==> src/rtl/l2g_pkg.sv <==
package l2g_pkg;
  localparam int DW = 64;
  localparam int CW = 72;
  localparam int PW = 7;

  typedef enum logic [1:0] {
    EK_NONE = 2'd0,
    EK_CE   = 2'd1,
    EK_UE   = 2'd2
  } err_kind_e;

  function automatic logic is_pow2(input int p);
    return (p & (p - 1)) == 0;
  endfunction
endpackage

==> src/rtl/l2g_secded_dec.sv <==
module l2g_secded_dec
  import l2g_pkg::*;
(
  input  logic [CW-1:0] cw_i,
  output logic [DW-1:0] data_o,
  output err_kind_e     kind_o,
  output logic [PW-1:0] pos_o
);
  logic [PW-1:0] syn;
  logic          par;
  logic          fix;
  int            k;

  always_comb begin
    syn = '0;
    for (int p = 1; p < CW; p++)
      if (cw_i[p]) syn = syn ^ PW'(p);
    par = ^cw_i;
    fix = 1'b0;
    kind_o = EK_NONE;
    if (par) begin
      if (int'(syn) < CW) begin
        kind_o = EK_CE;
        fix = 1'b1;
      end else begin
        kind_o = EK_UE;
      end
    end else if (syn != '0) begin
      kind_o = EK_UE;
    end
    pos_o = syn;
    data_o = '0;
    k = 0;
    for (int p = 1; p < CW; p++) begin
      if (!is_pow2(p)) begin
        data_o[k] = cw_i[p] ^ (fix && (int'(syn) == p));
        k++;
      end
    end
  end
endmodule

==> src/rtl/l2g_hist.sv <==
module l2g_hist
  import l2g_pkg::*;
#(
  parameter int LINES = 64,
  parameter int LW    = 6
)(
  input  logic          clk,
  input  logic          rst,
  input  logic          ce_i,
  input  logic [LW-1:0] line_i,
  input  logic [PW-1:0] pos_i,
  output logic          repeat_o
);
  logic [LINES-1:0] seen;
  logic [PW-1:0]    last_pos [LINES];

  always_ff @(posedge clk) begin
    if (rst) seen <= '0;
    else if (ce_i) seen[line_i] <= 1'b1;
  end

  always_ff @(posedge clk) begin
    if (ce_i) last_pos[line_i] <= pos_i;
  end

  assign repeat_o = ce_i && seen[line_i] && (last_pos[line_i] == pos_i);
endmodule

==> src/rtl/l2g_victim.sv <==
module l2g_victim #(
  parameter int SETS = 16,
  parameter int WAYS = 4,
  parameter int SW   = 4,
  parameter int WYW  = 2
)(
  input  logic                 clk,
  input  logic                 rst,
  input  logic                 req_i,
  input  logic [SW-1:0]        set_i,
  input  logic [SETS*WAYS-1:0] dead_i,
  output logic                 valid_o,
  output logic [WYW-1:0]       way_o,
  output logic                 miss_o
);
  logic [WYW-1:0] way_n;
  logic           found;

  always_comb begin
    way_n = '0;
    found = 1'b0;
    for (int w = WAYS - 1; w >= 0; w--) begin
      if (!dead_i[int'(set_i) * WAYS + w]) begin
        found = 1'b1;
        way_n = WYW'(w);
      end
    end
  end

  always_ff @(posedge clk) begin
    if (rst) begin
      valid_o <= 1'b0;
      way_o   <= '0;
      miss_o  <= 1'b0;
    end else begin
      valid_o <= req_i;
      if (req_i) begin
        way_o  <= way_n;
        miss_o <= !found;
      end
    end
  end
endmodule

==> src/rtl/l2g_log.sv <==
module l2g_log
  import l2g_pkg::*;
#(
  parameter int LW = 6,
  parameter int OW = 4
)(
  input  logic          clk,
  input  logic          rst,
  input  logic          err_i,
  input  logic [1:0]    kind_i,
  input  logic [LW-1:0] line_i,
  input  logic [OW-1:0] word_i,
  input  logic [PW-1:0] pos_i,
  input  logic          ack_i,
  output logic          valid_o,
  output logic          ovf_o,
  output logic [LW-1:0] line_o,
  output logic [OW-1:0] word_o,
  output logic [PW-1:0] pos_o,
  output logic [1:0]    kind_o
);
  logic held;
  assign held = valid_o && !ack_i;

  always_ff @(posedge clk) begin
    if (rst) begin
      valid_o <= 1'b0;
      ovf_o   <= 1'b0;
      line_o  <= '0;
      word_o  <= '0;
      pos_o   <= '0;
      kind_o  <= '0;
    end else begin
      if (ack_i) ovf_o <= 1'b0;
      if (err_i) begin
        if (held) begin
          ovf_o <= 1'b1;
        end else begin
          valid_o <= 1'b1;
          line_o  <= line_i;
          word_o  <= word_i;
          pos_o   <= pos_i;
          kind_o  <= kind_i;
        end
      end else if (ack_i) begin
        valid_o <= 1'b0;
      end
    end
  end
endmodule

==> src/rtl/l2_ecc_guard.sv <==
module l2_ecc_guard
  import l2g_pkg::*;
#(
  parameter int SETS  = 16,
  parameter int WAYS  = 4,
  parameter int WORDS = 16,
  parameter int AW    = 40,
  localparam int LINES = SETS * WAYS,
  localparam int LW    = (LINES > 1) ? $clog2(LINES) : 1,
  localparam int SW    = (SETS > 1) ? $clog2(SETS) : 1,
  localparam int WYW   = (WAYS > 1) ? $clog2(WAYS) : 1,
  localparam int OW    = (WORDS > 1) ? $clog2(WORDS) : 1
)(
  input  logic             clk,
  input  logic             rst,
  input  logic             rd_valid,
  input  logic [LW-1:0]    rd_line,
  input  logic [OW-1:0]    rd_word,
  input  logic [AW-1:0]    rd_addr,
  input  logic             rd_dirty,
  input  logic [71:0]      rd_cw,
  output logic             out_valid,
  output logic [63:0]      out_data,
  output logic [1:0]       out_kind,
  output logic [6:0]       out_pos,
  output logic             purge_o,
  output logic             delete_o,
  output logic             refetch_o,
  output logic             wb_bad_o,
  output logic             notify_o,
  output logic [LW-1:0]    ev_line,
  output logic [AW-1:0]    notify_addr,
  output logic [LINES-1:0] dead_mask,
  input  logic             alloc_req,
  input  logic [SW-1:0]    alloc_set,
  output logic             alloc_valid,
  output logic [WYW-1:0]   alloc_way,
  output logic             alloc_miss,
  input  logic             log_ack,
  output logic             log_valid,
  output logic             log_ovf,
  output logic [LW-1:0]    log_line,
  output logic [OW-1:0]    log_word,
  output logic [6:0]       log_pos,
  output logic [1:0]       log_kind
);
  logic [DW-1:0] dec_data;
  err_kind_e     dec_kind;
  logic [PW-1:0] dec_pos;
  logic          is_ce, is_ue, any_err, repeat_hit;

  l2g_secded_dec u_dec (
    .cw_i   (rd_cw),
    .data_o (dec_data),
    .kind_o (dec_kind),
    .pos_o  (dec_pos)
  );

  assign is_ce   = rd_valid && (dec_kind == EK_CE);
  assign is_ue   = rd_valid && (dec_kind == EK_UE);
  assign any_err = is_ce || is_ue;

  l2g_hist #(.LINES(LINES), .LW(LW)) u_hist (
    .clk      (clk),
    .rst      (rst),
    .ce_i     (is_ce),
    .line_i   (rd_line),
    .pos_i    (dec_pos),
    .repeat_o (repeat_hit)
  );

  always_ff @(posedge clk) begin
    if (rst) begin
      out_valid   <= 1'b0;
      out_data    <= '0;
      out_kind    <= '0;
      out_pos     <= '0;
      purge_o     <= 1'b0;
      delete_o    <= 1'b0;
      refetch_o   <= 1'b0;
      wb_bad_o    <= 1'b0;
      notify_o    <= 1'b0;
      ev_line     <= '0;
      notify_addr <= '0;
      dead_mask   <= '0;
    end else begin
      out_valid <= rd_valid;
      purge_o   <= any_err;
      delete_o  <= repeat_hit;
      refetch_o <= is_ue && !rd_dirty;
      wb_bad_o  <= is_ue && rd_dirty;
      notify_o  <= is_ue && rd_dirty;
      if (rd_valid) begin
        out_data    <= dec_data;
        out_kind    <= dec_kind;
        out_pos     <= dec_pos;
        ev_line     <= rd_line;
        notify_addr <= rd_addr;
      end
      if (repeat_hit) dead_mask[rd_line] <= 1'b1;
    end
  end

  l2g_victim #(.SETS(SETS), .WAYS(WAYS), .SW(SW), .WYW(WYW)) u_victim (
    .clk     (clk),
    .rst     (rst),
    .req_i   (alloc_req),
    .set_i   (alloc_set),
    .dead_i  (dead_mask),
    .valid_o (alloc_valid),
    .way_o   (alloc_way),
    .miss_o  (alloc_miss)
  );

  l2g_log #(.LW(LW), .OW(OW)) u_log (
    .clk     (clk),
    .rst     (rst),
    .err_i   (any_err),
    .kind_i  (dec_kind),
    .line_i  (rd_line),
    .word_i  (rd_word),
    .pos_i   (dec_pos),
    .ack_i   (log_ack),
    .valid_o (log_valid),
    .ovf_o   (log_ovf),
    .line_o  (log_line),
    .word_o  (log_word),
    .pos_o   (log_pos),
    .kind_o  (log_kind)
  );
endmodule

==> config.mk <==
export PLATFORM = sky130hd
export DESIGN_NAME = l2_ecc_guard
export DESIGN_NICKNAME = d
export VERILOG_FILES = /design/src/rtl/l2g_pkg.sv /design/src/rtl/l2g_secded_dec.sv /design/src/rtl/l2g_hist.sv /design/src/rtl/l2g_victim.sv /design/src/rtl/l2g_log.sv /design/src/rtl/l2_ecc_guard.sv
export SDC_FILE = /design/constraint.sdc
export NUM_CORES = 1
export LEC_CHECK = 0
export BUFFER_PORTS_ARGS = -buffer_cell sky130_fd_sc_hd__buf_4
export CORE_MARGIN = 1.5
export CORE_UTILIZATION = 40
export DETAILED_ROUTE_END_ITERATION = 10
export MAX_ROUTING_LAYER = met4
export PLACE_DENSITY = 0.58
export SYNTH_ARGS = -nofsm -noshare
export SYNTH_HDL_FRONTEND = slang
export SYNTH_SLANG_ARGS = --single-unit
==> constraint.sdc <==
create_clock -name clk -period 4.6 [get_ports clk]
set_input_delay 0.46 -clock clk [delete_from_list [all_inputs] [get_ports clk]]
set_output_delay 0.46 -clock clk [all_outputs]
set_load 0.01 [all_outputs]
## Word-level counts from Yosys, hierarchy flattened

Memories as Yosys holds them, arrays and structs flattened.
Cells that the tools add are included.

- Register bits: 277
- Bits in latches: 0
- Memory bits (writable): 448
- Bits in read-only memories: 0
- Bits of input ports: 132
- Logic and storage cells: 425
- Memories: 1

Memories:

| memory | depth | bits a word | read ports | clocked after memory_dff | wr ports | RTL line | text |
|---|---|---|---|---|---|---|---|
| u_hist.last_pos | 64 | 7 | 1 | 0 | 1 | l2g_hist.sv:15 | `logic [PW-1:0] last_pos [LINES];` |

- $add $sub $neg: 3
- Multiply operators: 0
- Divide/modulo/power cells: 0
- $lt $le $gt $ge: 7
- Equality and inequality tests: 68
- Shift-type cells: 0
- Muxes and demuxes: 107
- Bitwise operators: 137
- Reduce and logical (&&, ||, !) cells: 81

Operators with widths:

| kind | number |
|---|---|
| 7-bit equality test, second input constant | 38 |
| 6-bit two-way mux | 32 |
| 64-bit OR | 2 |
| 7-bit by 6-bit equality test with 1-bit output, second input constant | 15 |
| 32-bit by 8-bit < comparator with 1-bit output, second input constant | 3 |
| 5-bit two-way mux | 16 |
| 1-bit logical AND | 72 |
| 72-bit XOR reduction | 1 |
| 3-bit NOT | 23 |
| 4-bit NOT | 16 |
| 1-bit XOR | 64 |
| 7-bit two-way mux | 8 |
| 7-bit by 5-bit equality test with 1-bit output, second input constant | 7 |
| 2-bit NOT | 18 |
| 4-bit two-way mux | 8 |
| 5-bit NOT | 6 |
| 1-bit binary-select mux with 6-bit select | 4 |
| 1-bit two-way mux | 24 |
| 7-bit by 4-bit equality test with 1-bit output, second input constant | 3 |
| 2-bit two-way mux | 9 |
| 6-bit by 2-bit adder with 7-bit output, second input constant | 2 |
| 6-bit by 7-bit < comparator with 1-bit output, second input constant | 2 |
| 3-bit two-way mux | 4 |
| 6-bit by 1-bit adder with 7-bit output, second input constant | 1 |
| 17 further kinds | 25 |

## Depth between registers and ports, before layout

Gate-level depths: netlist (run 1).

- Depth after elaboration: 143
- Gate-level depth with buffers: 14

## Modules after synthesis

Synthesis (run 1) repeated with hierarchy kept, for this count alone.

- Cells, all modules: 2384
- Area, all modules: 30994.7 µm²

Modules (own cells, without submodules):

| module | instances | cells an instance | area each (µm²) |
|---|---|---|---|
| l2g_hist | 1 | 1273 | 19935.4 |
| l2_ecc_guard | 1 | 631 | 6583.8 |
| l2g_secded_dec | 1 | 334 | 2884.0 |
| l2g_log | 1 | 90 | 928.4 |
| l2g_victim | 1 | 56 | 663.1 |

## Worst setup path after synthesis (run 1)

Ideal clock, no wire load.

- Kind: input-to-reg
- Start point: in rd_cw[15]
- End point: reg u_log.word_o[3]
- Setup time: 128 ps
- Arrival time: 4010 ps
- Required time: 4472 ps
- Path slack: 463 ps
- Stages: 11
- Path buffers: 1
- Path through: xnor2_1 -> xnor2_1 -> xnor3_1 -> xnor3_1 -> xnor2_2 -> clkinv_1 -> nor4_1 -> a41oi_1 -> clkbuf_1 -> mux2i_1 -> nor2_1

RTL lines:

| item | RTL line | text |
|---|---|---|
| from (decl) | l2_ecc_guard.sv:21 | `input logic [71:0] rd_cw,` |
| 4-bit two-way mux (*) | l2g_secded_dec.sv:17 | `if (cw_i[p]) syn = syn ^ PW'(p);` |
| 5-bit two-way mux (*) (8 in series) | l2g_secded_dec.sv:17 |  |
| 2-bit NOT (no source line) | n/a |  |
| 5-bit two-way mux (*) | l2g_secded_dec.sv:17 |  |
| 3-bit NOT (no source line) | n/a |  |
| 5-bit two-way mux (*) | l2g_secded_dec.sv:17 |  |
| 3-bit NOT (no source line) | n/a |  |
| 5-bit two-way mux (*) | l2g_secded_dec.sv:17 |  |
| [... 66 more ...] | n/a |  |
| via dec_pos[3] | l2_ecc_guard.sv:49 | `logic [PW-1:0] dec_pos;` |
| 7-bit < comparator / 7-bit nonzero test (equally long branches) | l2g_secded_dec.sv:22, l2g_secded_dec.sv:28 |  |
| 2-bit two-way mux, on equally long branches | l2g_secded_dec.sv:22, l2g_secded_dec.sv:28 |  |
| 2-bit two-way mux (*) | l2g_secded_dec.sv:21 | `if (par) begin` |
| 2-bit by 1-bit equality test with 1-bit output / 2-bit equality test (equally long branches) | l2_ecc_guard.sv:59, l2_ecc_guard.sv:60 |  |
| 1-bit logical AND, on equally long branches | l2_ecc_guard.sv:59, l2_ecc_guard.sv:60 |  |
| 1-bit logical OR (*) | l2_ecc_guard.sv:61 | `assign any_err = is_ce \|\| is_ue;` |
| 2-bit AND reduction (no source line) (*) | n/a |  |
| to (signal assigned) | l2g_log.sv:41 | `word_o <= word_i;` |
| to (decl) | l2g_log.sv:18 | `output logic [OW-1:0] word_o,` |

The timed path passes the listed nets; every way through them passes the cells marked *.
A chain may end at the register's enable or synchronous reset.

## Worst setup path in the final report (run 1)

- Start point: in rd_cw[14]
- End point: mem u_hist.last_pos[36][5] (enable)

- Longest elaborated chain between the ends: 94

Ends and longest elaborated chain:

| item | RTL line | text |
|---|---|---|
| 4-bit two-way mux | l2g_secded_dec.sv:17 |  |
| 4-bit NOT (no source line) | n/a |  |
| 4-bit two-way mux | l2g_secded_dec.sv:17 |  |
| 5-bit two-way mux (2 in series) | l2g_secded_dec.sv:17 |  |
| 2-bit NOT (no source line) / 5-bit two-way mux (equally long branches) | n/a |  |
| 5-bit two-way mux | l2g_secded_dec.sv:17 |  |
| 3-bit NOT (no source line) / 2-bit NOT (equally long branches) | n/a |  |
| 5-bit two-way mux | l2g_secded_dec.sv:17 |  |
| [... 77 more ...] | n/a |  |
| 7-bit two-way mux | l2g_secded_dec.sv:17 |  |
| 7-bit < comparator / 7-bit nonzero test (equally long branches) | l2g_secded_dec.sv:22, l2g_secded_dec.sv:28 |  |
| 2-bit two-way mux, on equally long branches | l2g_secded_dec.sv:22, l2g_secded_dec.sv:28 |  |
| 2-bit two-way mux (*) | l2g_secded_dec.sv:21 |  |
| 2-bit by 1-bit equality test with 1-bit output (*) | l2_ecc_guard.sv:59 | `assign is_ce = rd_valid && (dec_kind == EK_CE);` |
| 1-bit logical AND (*) | l2_ecc_guard.sv:59 |  |
| 1-bit two-way mux (*) | l2g_hist.sv:23 | `if (ce_i) last_pos[line_i] <= pos_i;` |
| 1-bit two-way mux (implied by the code) (*) | l2g_hist.sv:23 |  |
| to (decl) | l2g_hist.sv:15 |  |

Mark *: on every way between the ends. The rest lies on a longest branch, timed or not.

==> results of run 1 <==
final cells by class:
class	count	area share, %
sequential	725	50.5
multi-input combinational	1439	28.5
timing repair buffer	490	10.2
clock buffer	94	5.32
tap	1030	3.42
clock inverter	40	1.22
inverter	80	0.871
antenna	1	0.00665
sequential cells by signal, summed over array words and instances, names as in the netlist, 2 cells and up:
signal           flops
u_victim.way_o       2
u_log.line_o         6
out_kind             2
out_data            64
ev_line              6
out_pos              7
u_log.kind_o         2
u_log.word_o         4
dead_mask           64
u_hist.last_pos    448
notify_addr         40
u_hist.seen         64
u_log.pos_o          7
worst paths after layout:
kind | startpoint | endpoint | slack (ps) | cells past startpoint
worst max-delay path | rd_cw[14] | u_hist.last_pos[36][5] | 930 | 12
worst min-delay path | log_ack | u_log.ovf_o | 50 | 2
worst max register to register | u_hist.last_pos[9][5] | dead_mask[18] | 1340 | 10
worst min register to register | u_hist.seen[40] | u_hist.seen[40] | 470 | 2
metrics by stage:
stage          worst slack (ps)  power, uW  util, %  hold slack, ps  cell area, sq um
2_1_floorplan               463      13600        -             429             30700
3_3_place_gp                411      17100     46.3             443             35200
3_5_place_dp                387      17300     46.3             453             35200
4_1_cts                    1050      23400     49.6            23.5             37700
5_1_grt                     864      24100     49.6            45.4             37700
6_report                    929      23400     49.6            50.3             37700
cells by family (layout without fill, tap and decap cells):
| logic type | Yosys count | count (layout) | share of synthesized area (%) |
|---|---|---|---|
| xor+xnor | 165 | 165 | 5.30 |
| simple gates | 614 | 614 | 9.51 |
| other cells | 0 | 1 | 0 |
| compound gates | 458 | 458 | 10.5 |
| flops | 725 | 725 | 61.8 |
| buf+inv | 256 | 704 | 3.42 |
| mux | 202 | 202 | 9.46 |
per-layer routing:
metal,vias to the layer above,wire length [um],track usage [%]
met5,-,0,-
li1,9814,-,-
met3,183,7470,4.75
met2,995,50500,42.9
met1,11297,43100,34.9
met4,0,3920,9.74
cells in the mapped netlist (60+ instances only):
cell	instances	area, sq um
inv_1	73	274
mux4_2	66	1490
mux2i_1	89	891
o22ai_1	85	532
nand2_1	118	443
clkbuf_1	110	413
a21oi_1	87	435
o21ai_0	60	300
dfxtp_1	277	5550
edfxtp_1	448	13500
xnor2_1	121	1060
nor2_1	284	1070
critical path, stage by stage:
cell and delay [ps]:
buf_4 130, xnor2_1 130, xnor2_1 400, xnor3_1 540
xnor3_1 430, xnor2_2 230, a31oi_4 280, nor3_4 370
buf_4 210, nand2_1 300, nor2_1 300, buf_4 200
power by group through the flow:
stage / Sequential, uW / Combinational, uW / Clock (uW)
after floorplan: 9530 / 4070 / 0
after global placement: 9480 / 7590 / 0
after detailed placement: 9490 / 7780 / 0
after CTS: 9360 / 7770 / 6240
after global routing: 9390 / 8240 / 6510
final: 9360 / 7830 / 6170
==> flow_summary.ini, run 1 <==
[yosys]
ys_async_sr_fraction_pct = 0
yosysUniqueCellTypes = 75
yosysSeqAreaShare_pct = 61.8
avgSynthCellArea_sq_um = 12.7
syn-num-nets = 2552
synthCells = 2420
syn_area_sq_um = 30700
ys.flop_type = edfxtp_1
synth_seq_cells = 725
synth-warning-count = 0
synth_edf_count = 448

[final_layout]
drive_gt1_share_pct = 27.1
syn_to_final_growth_pct = 22.6
final-seq-area_sq_um = 19000
multiInputGateArea_sq_um = 10700
final_cells = 3899
layout_commonest_cell = buf_4
layout_common_cells = buf_4, edfxtp_1, nor2_1
num-fill-cells = 6677
fin_nets = 2944

[pwr]
combPwrFrac_pct = 33.5
power.leakage_uw = 0.0135
powerDensity_nw_per_um2 = 620
ir_drop_v = 0.00134
intPower_uw = 14700
power.net_switching_uw = 8620
switching_share_pct = 36.9
clock_power_share_pct = 26.4
sequentialPowerShare_pct = 40.1

[die]
core_sq_um = 75900
rows = 101
fp.dieH_um = 280
num_io_pins = 346
die_w_um = 280
start_util_pct = 40.4
dieArea_sq_um = 78500

[detailed_routing]
drtIter0Drc = 2261
first_pass_iters = 7
drc = 0
viasPerCell = 5.72
antenna_left = 0
wirelength_mm = 105
wl_per_cell_um = 26.9
vias = 22289

[grt]
grt_max_degree = 193
grt.total_usage_pct = 27.0
grt_pass1_wl_mm = 152
grt_antenna_before_repair = 2
grt_overflow = 0
first_global_vias = 22018

[place]
place_inst = 3763
io_buffers = 345
post-dp-hpwl_mm = 72.4
place_congestion = 0.929

[timing]
rsz0062_at_grt = false
setup_violations = 0
timing.final.crit_share_pct = 79.8
maxSlewViolCount = 0
layout_min_cycle_time_ps = 3670
tightest_slew_ps = 1080
max_freq_ghz = 0.272
setup_tns_ps = 0
slew_headroom_pct = 27.8
finalClockSkew_ps = 29.8
hold_violations = 0

[worst_setup_path]
startpoint_type = primary input
path_max_fanout = 10
crit_type = in -> reg
critPathCaptureType = register
required_ps = 4930
arrival_ps = 4000

[cts]
cts_buffers = 76
cts-resized-gates = 0
clk_pin_slew_ps = 60
cts_max_level = 3
clock-root-buffer = clkbuf_16
clockBufferDepth = 3
cts-hold-fix-buffers = 1
cts_setup_buffers = 0
tritoncts = built
clock-sinks = 725
clk_latency_ps = 640

[run_status]
status = completed

[flow_run]
maxCapViolCount = 0

[hold_path]
hold_class = in -> reg
(Power assumes the default switching activity.)
==> run 2: changes to the inputs <==
Settings changed: ABC_AREA set to 1, PLACE_DENSITY 0.58 to 0.6.
Clock period 4.6 ns to 3.3 ns, I/O delays scaled along.
==> run 2 against run 1 <==
Net effect: flip-flop and latch count is the same; sequential power grew 13%; clock skew shrank 12 ps; critical path type unchanged; die area grew 3.3%.
==> flow_summary.ini, run 2 <==
[flow_run]
maxCapViolCount = 0

[final_layout]
layout_commonest_cell = nand2_1
largest_register = u_hist.last_pos
largest_reg_flops = 448
syn_to_final_growth_pct = 24.6
fin_nets = 4165
drive_gt1_share_pct = 17.5
finalInstanceArea_sq_um = 39500
layout_common_cells = nand2_1, nor2_1, buf_4
n_antenna_cell = 0
num-fill-cells = 7319

[worst_setup_path]
crit_type = in -> reg
critPathMaxStageDelay_ps = 560
timing.rr.end = dead_mask[45]
critPathCaptureType = register
crit_path_frequent_cell = nand2_1
worstRegToRegCells = 15
critPathSlowestCell = dlygate4sd3_1
worstPathCellList = dlygate4sd3_1 -> buf_4 -> xnor2_1 -> nand2_1 -> nand2_1 -> nand2_1 -> nand2_1 -> nand2_1 -> nand2_1 -> nand2_1 -> nand2_1 -> nand2_1 -> nand2_1 -> nand2_1 -> nor2_1 -> buf_4 -> inv_1 -> o21ai_0 -> nand3_1 -> nand2_1 -> inv_1
path_max_fanout = 6
arrival_ps = 3670
required_ps = 3830
startpoint_type = primary input
worst-path-buf-inv = 5
r2r_start = u_hist.last_pos[58][4]
r2r_setup_slack_ps = 750
crit_family = simple AND/OR/NAND/NOR gates

[cts]
cts_setup_buffers = 0
cts_max_level = 3
clk_latency_ps = 630
clockBufferDepth = 3
cts_buffers = 77
tritoncts = built
clk_pin_slew_ps = 60
clock-root-buffer = clkbuf_16
clock-sinks = 725

[hold_path]
hold_class = in -> reg
min_from = rd_word[1]
hold_path_end = u_log.word_o[1]
hold_depth = 5

[timing]
rsz0062_at_grt = false
timing.final.crit_share_pct = 95.3
slew_headroom_pct = 39.7
tightest_slew_ps = 905
hold_slack_ps = 23.3
maxSlewViolCount = 0
setup_violations = 0
layout_min_cycle_time_ps = 3150
hold_violations = 0
max_freq_ghz = 0.318
finalClockSkew_ps = 17.4

[pwr]
intPower_uw = 17000
switching_share_pct = 28.7
power.leakage_uw = 0.0174
combPwrFrac_pct = 18.0
clock_power_share_pct = 37.5
powerDensity_nw_per_um2 = 603
power.net_switching_uw = 6830
ir_drop_v = 0.000420
sequentialPowerShare_pct = 44.5

[die]
start_util_pct = 40.3
num_io_pins = 346
core_sq_um = 78700
rows = 103
fp.dieH_um = 285
dieArea_sq_um = 81100
die_w_um = 285

[yosys]
ys.flop_type = edfxtp_1
yosysSeqAreaShare_pct = 59.9
yosysUniqueCellTypes = 48
synth_edf_count = 448
synth_seq_cells = 725
synth_area_leaders = edfxtp_1, dfxtp_1, nand2_1
synth_most_common_cell = nand2_1
yosys.area.top_type = edfxtp_1
synthCells = 3565
syn_area_sq_um = 31700
synth_common_cells = nand2_1, nor2_1, edfxtp_1
avgSynthCellArea_sq_um = 8.90
synth-warning-count = 0
syn-num-nets = 3697
synth_top_area_share_pct = 42.4
ys_async_sr_fraction_pct = 0

[detailed_routing]
wl_per_cell_um = 21.4
drtIter0Drc = 2558
antenna_left = 0
wirelength_mm = 110
drc = 0
vias = 27051
first_pass_iters = 6
viasPerCell = 5.26

[place]
post_dp_cell_area_sq_um = 36400
post-dp-hpwl_mm = 77.4
io_buffers = 345
place_congestion = 0.958

[grt]
grt_antenna_before_repair = 0
first_global_vias = 25689
grt.total_usage_pct = 27.2
grt_max_degree = 176
grt_pass1_wl_mm = 162
grt_overflow = 0

[run_status]
status = completed
-- run 2: cell count changes after synthesis, sizes merged, moves of 89 or more --
cell / before / now
nor2: 285 / 542
nand3: 28 / 252
o22ai: 85 / 177
xnor2: 127 / 18
inv: 74 / 336
mux2i: 89 / 0
nand2: 118 / 961
-- run 2: stage by stage --
step | worst slack, ps | power, uW | setup TNS (ps) | std cells | util, %
after floorplan | 93.9 | 12900 | 0 | 3565 | -
after global placement | -4.60 | 14900 | -4.60 | 4957 | 46.2
after detailed placement | 1.44 | 15000 | 0 | 4957 | 46.2
after CTS | 170 | 23900 | 0 | 5144 | 50.2
after global routing | 2.37 | 24600 | 0 | 5144 | 50.2
final | 155 | 23800 | 0 | 5144 | 50.2
-- run 2: how the worst max path moves through the flow --
stage                                   endpoint  cells past startpoint       start
after floorplan                     out_data[63]                     20   rd_cw[11]
after global placement             dead_mask[62]                     17  rd_line[0]
after detailed placement           dead_mask[63]                     21  rd_line[0]
after CTS                          dead_mask[21]                     21   rd_cw[28]
after global routing      u_hist.last_pos[10][2]                     20   rd_cw[28]
final                               out_data[28]                     21   rd_cw[28]
-- run 2: cells by family after synthesis --
logic type / count (synthesis) / synth area share (%)
simple gates: 1823 / 23.4
buf+inv: 496 / 6.45
xor+xnor: 29 / 0.871
flops: 725 / 59.9
compound gates: 492 / 9.46
-- run 2: power groups by stage --
stage               clock network [uW]  logic, uW  registers (uW)
floorplan                            0       2050           10900
global placement                     0       4160           10800
detailed placement                   0       4190           10800
CTS                               9030       4240           10600
global route                      9380       4620           10600
finish                            8930       4290           10600
-- run 2: final cells by class --
| type | instances | area (sq um) | area share, % |
|---|---|---|---|
| Sequential cell | 725 | 19000 | 48.1 |
| Multi-Input combinational cell | 2344 | 10700 | 27.1 |
| Timing Repair Buffer | 548 | 4580 | 11.6 |
| Clock inverter | 27 | 372 | 0.940 |
| Inverter | 337 | 1300 | 3.29 |
| Tap cell | 1050 | 1310 | 3.32 |
| Clock buffer | 113 | 2250 | 5.68 |
-- run 2: per-layer routing --
layer  vias up  share of wire, %  GRT usage [%]
met4         0               4.0           9.84
li1      12843                 -              -
met2      1103                48           44.8
met5         -                 0              -
met3       211               7.4           4.58
met1     12894                40           33.6
-- run 2: repair_timing --
item	in CTS	in global routing
gates resized for setup	0	17
endpoints found under the setup margin	0	159
hold buffers	47	0
endpoints found under the hold margin	48	0
-- run 2: tightest hold or removal path: stages --
cell and delay, ps:
buf_4 80, inv_1 30, nand3_1 60, nand2_1 40, nor2_1 70
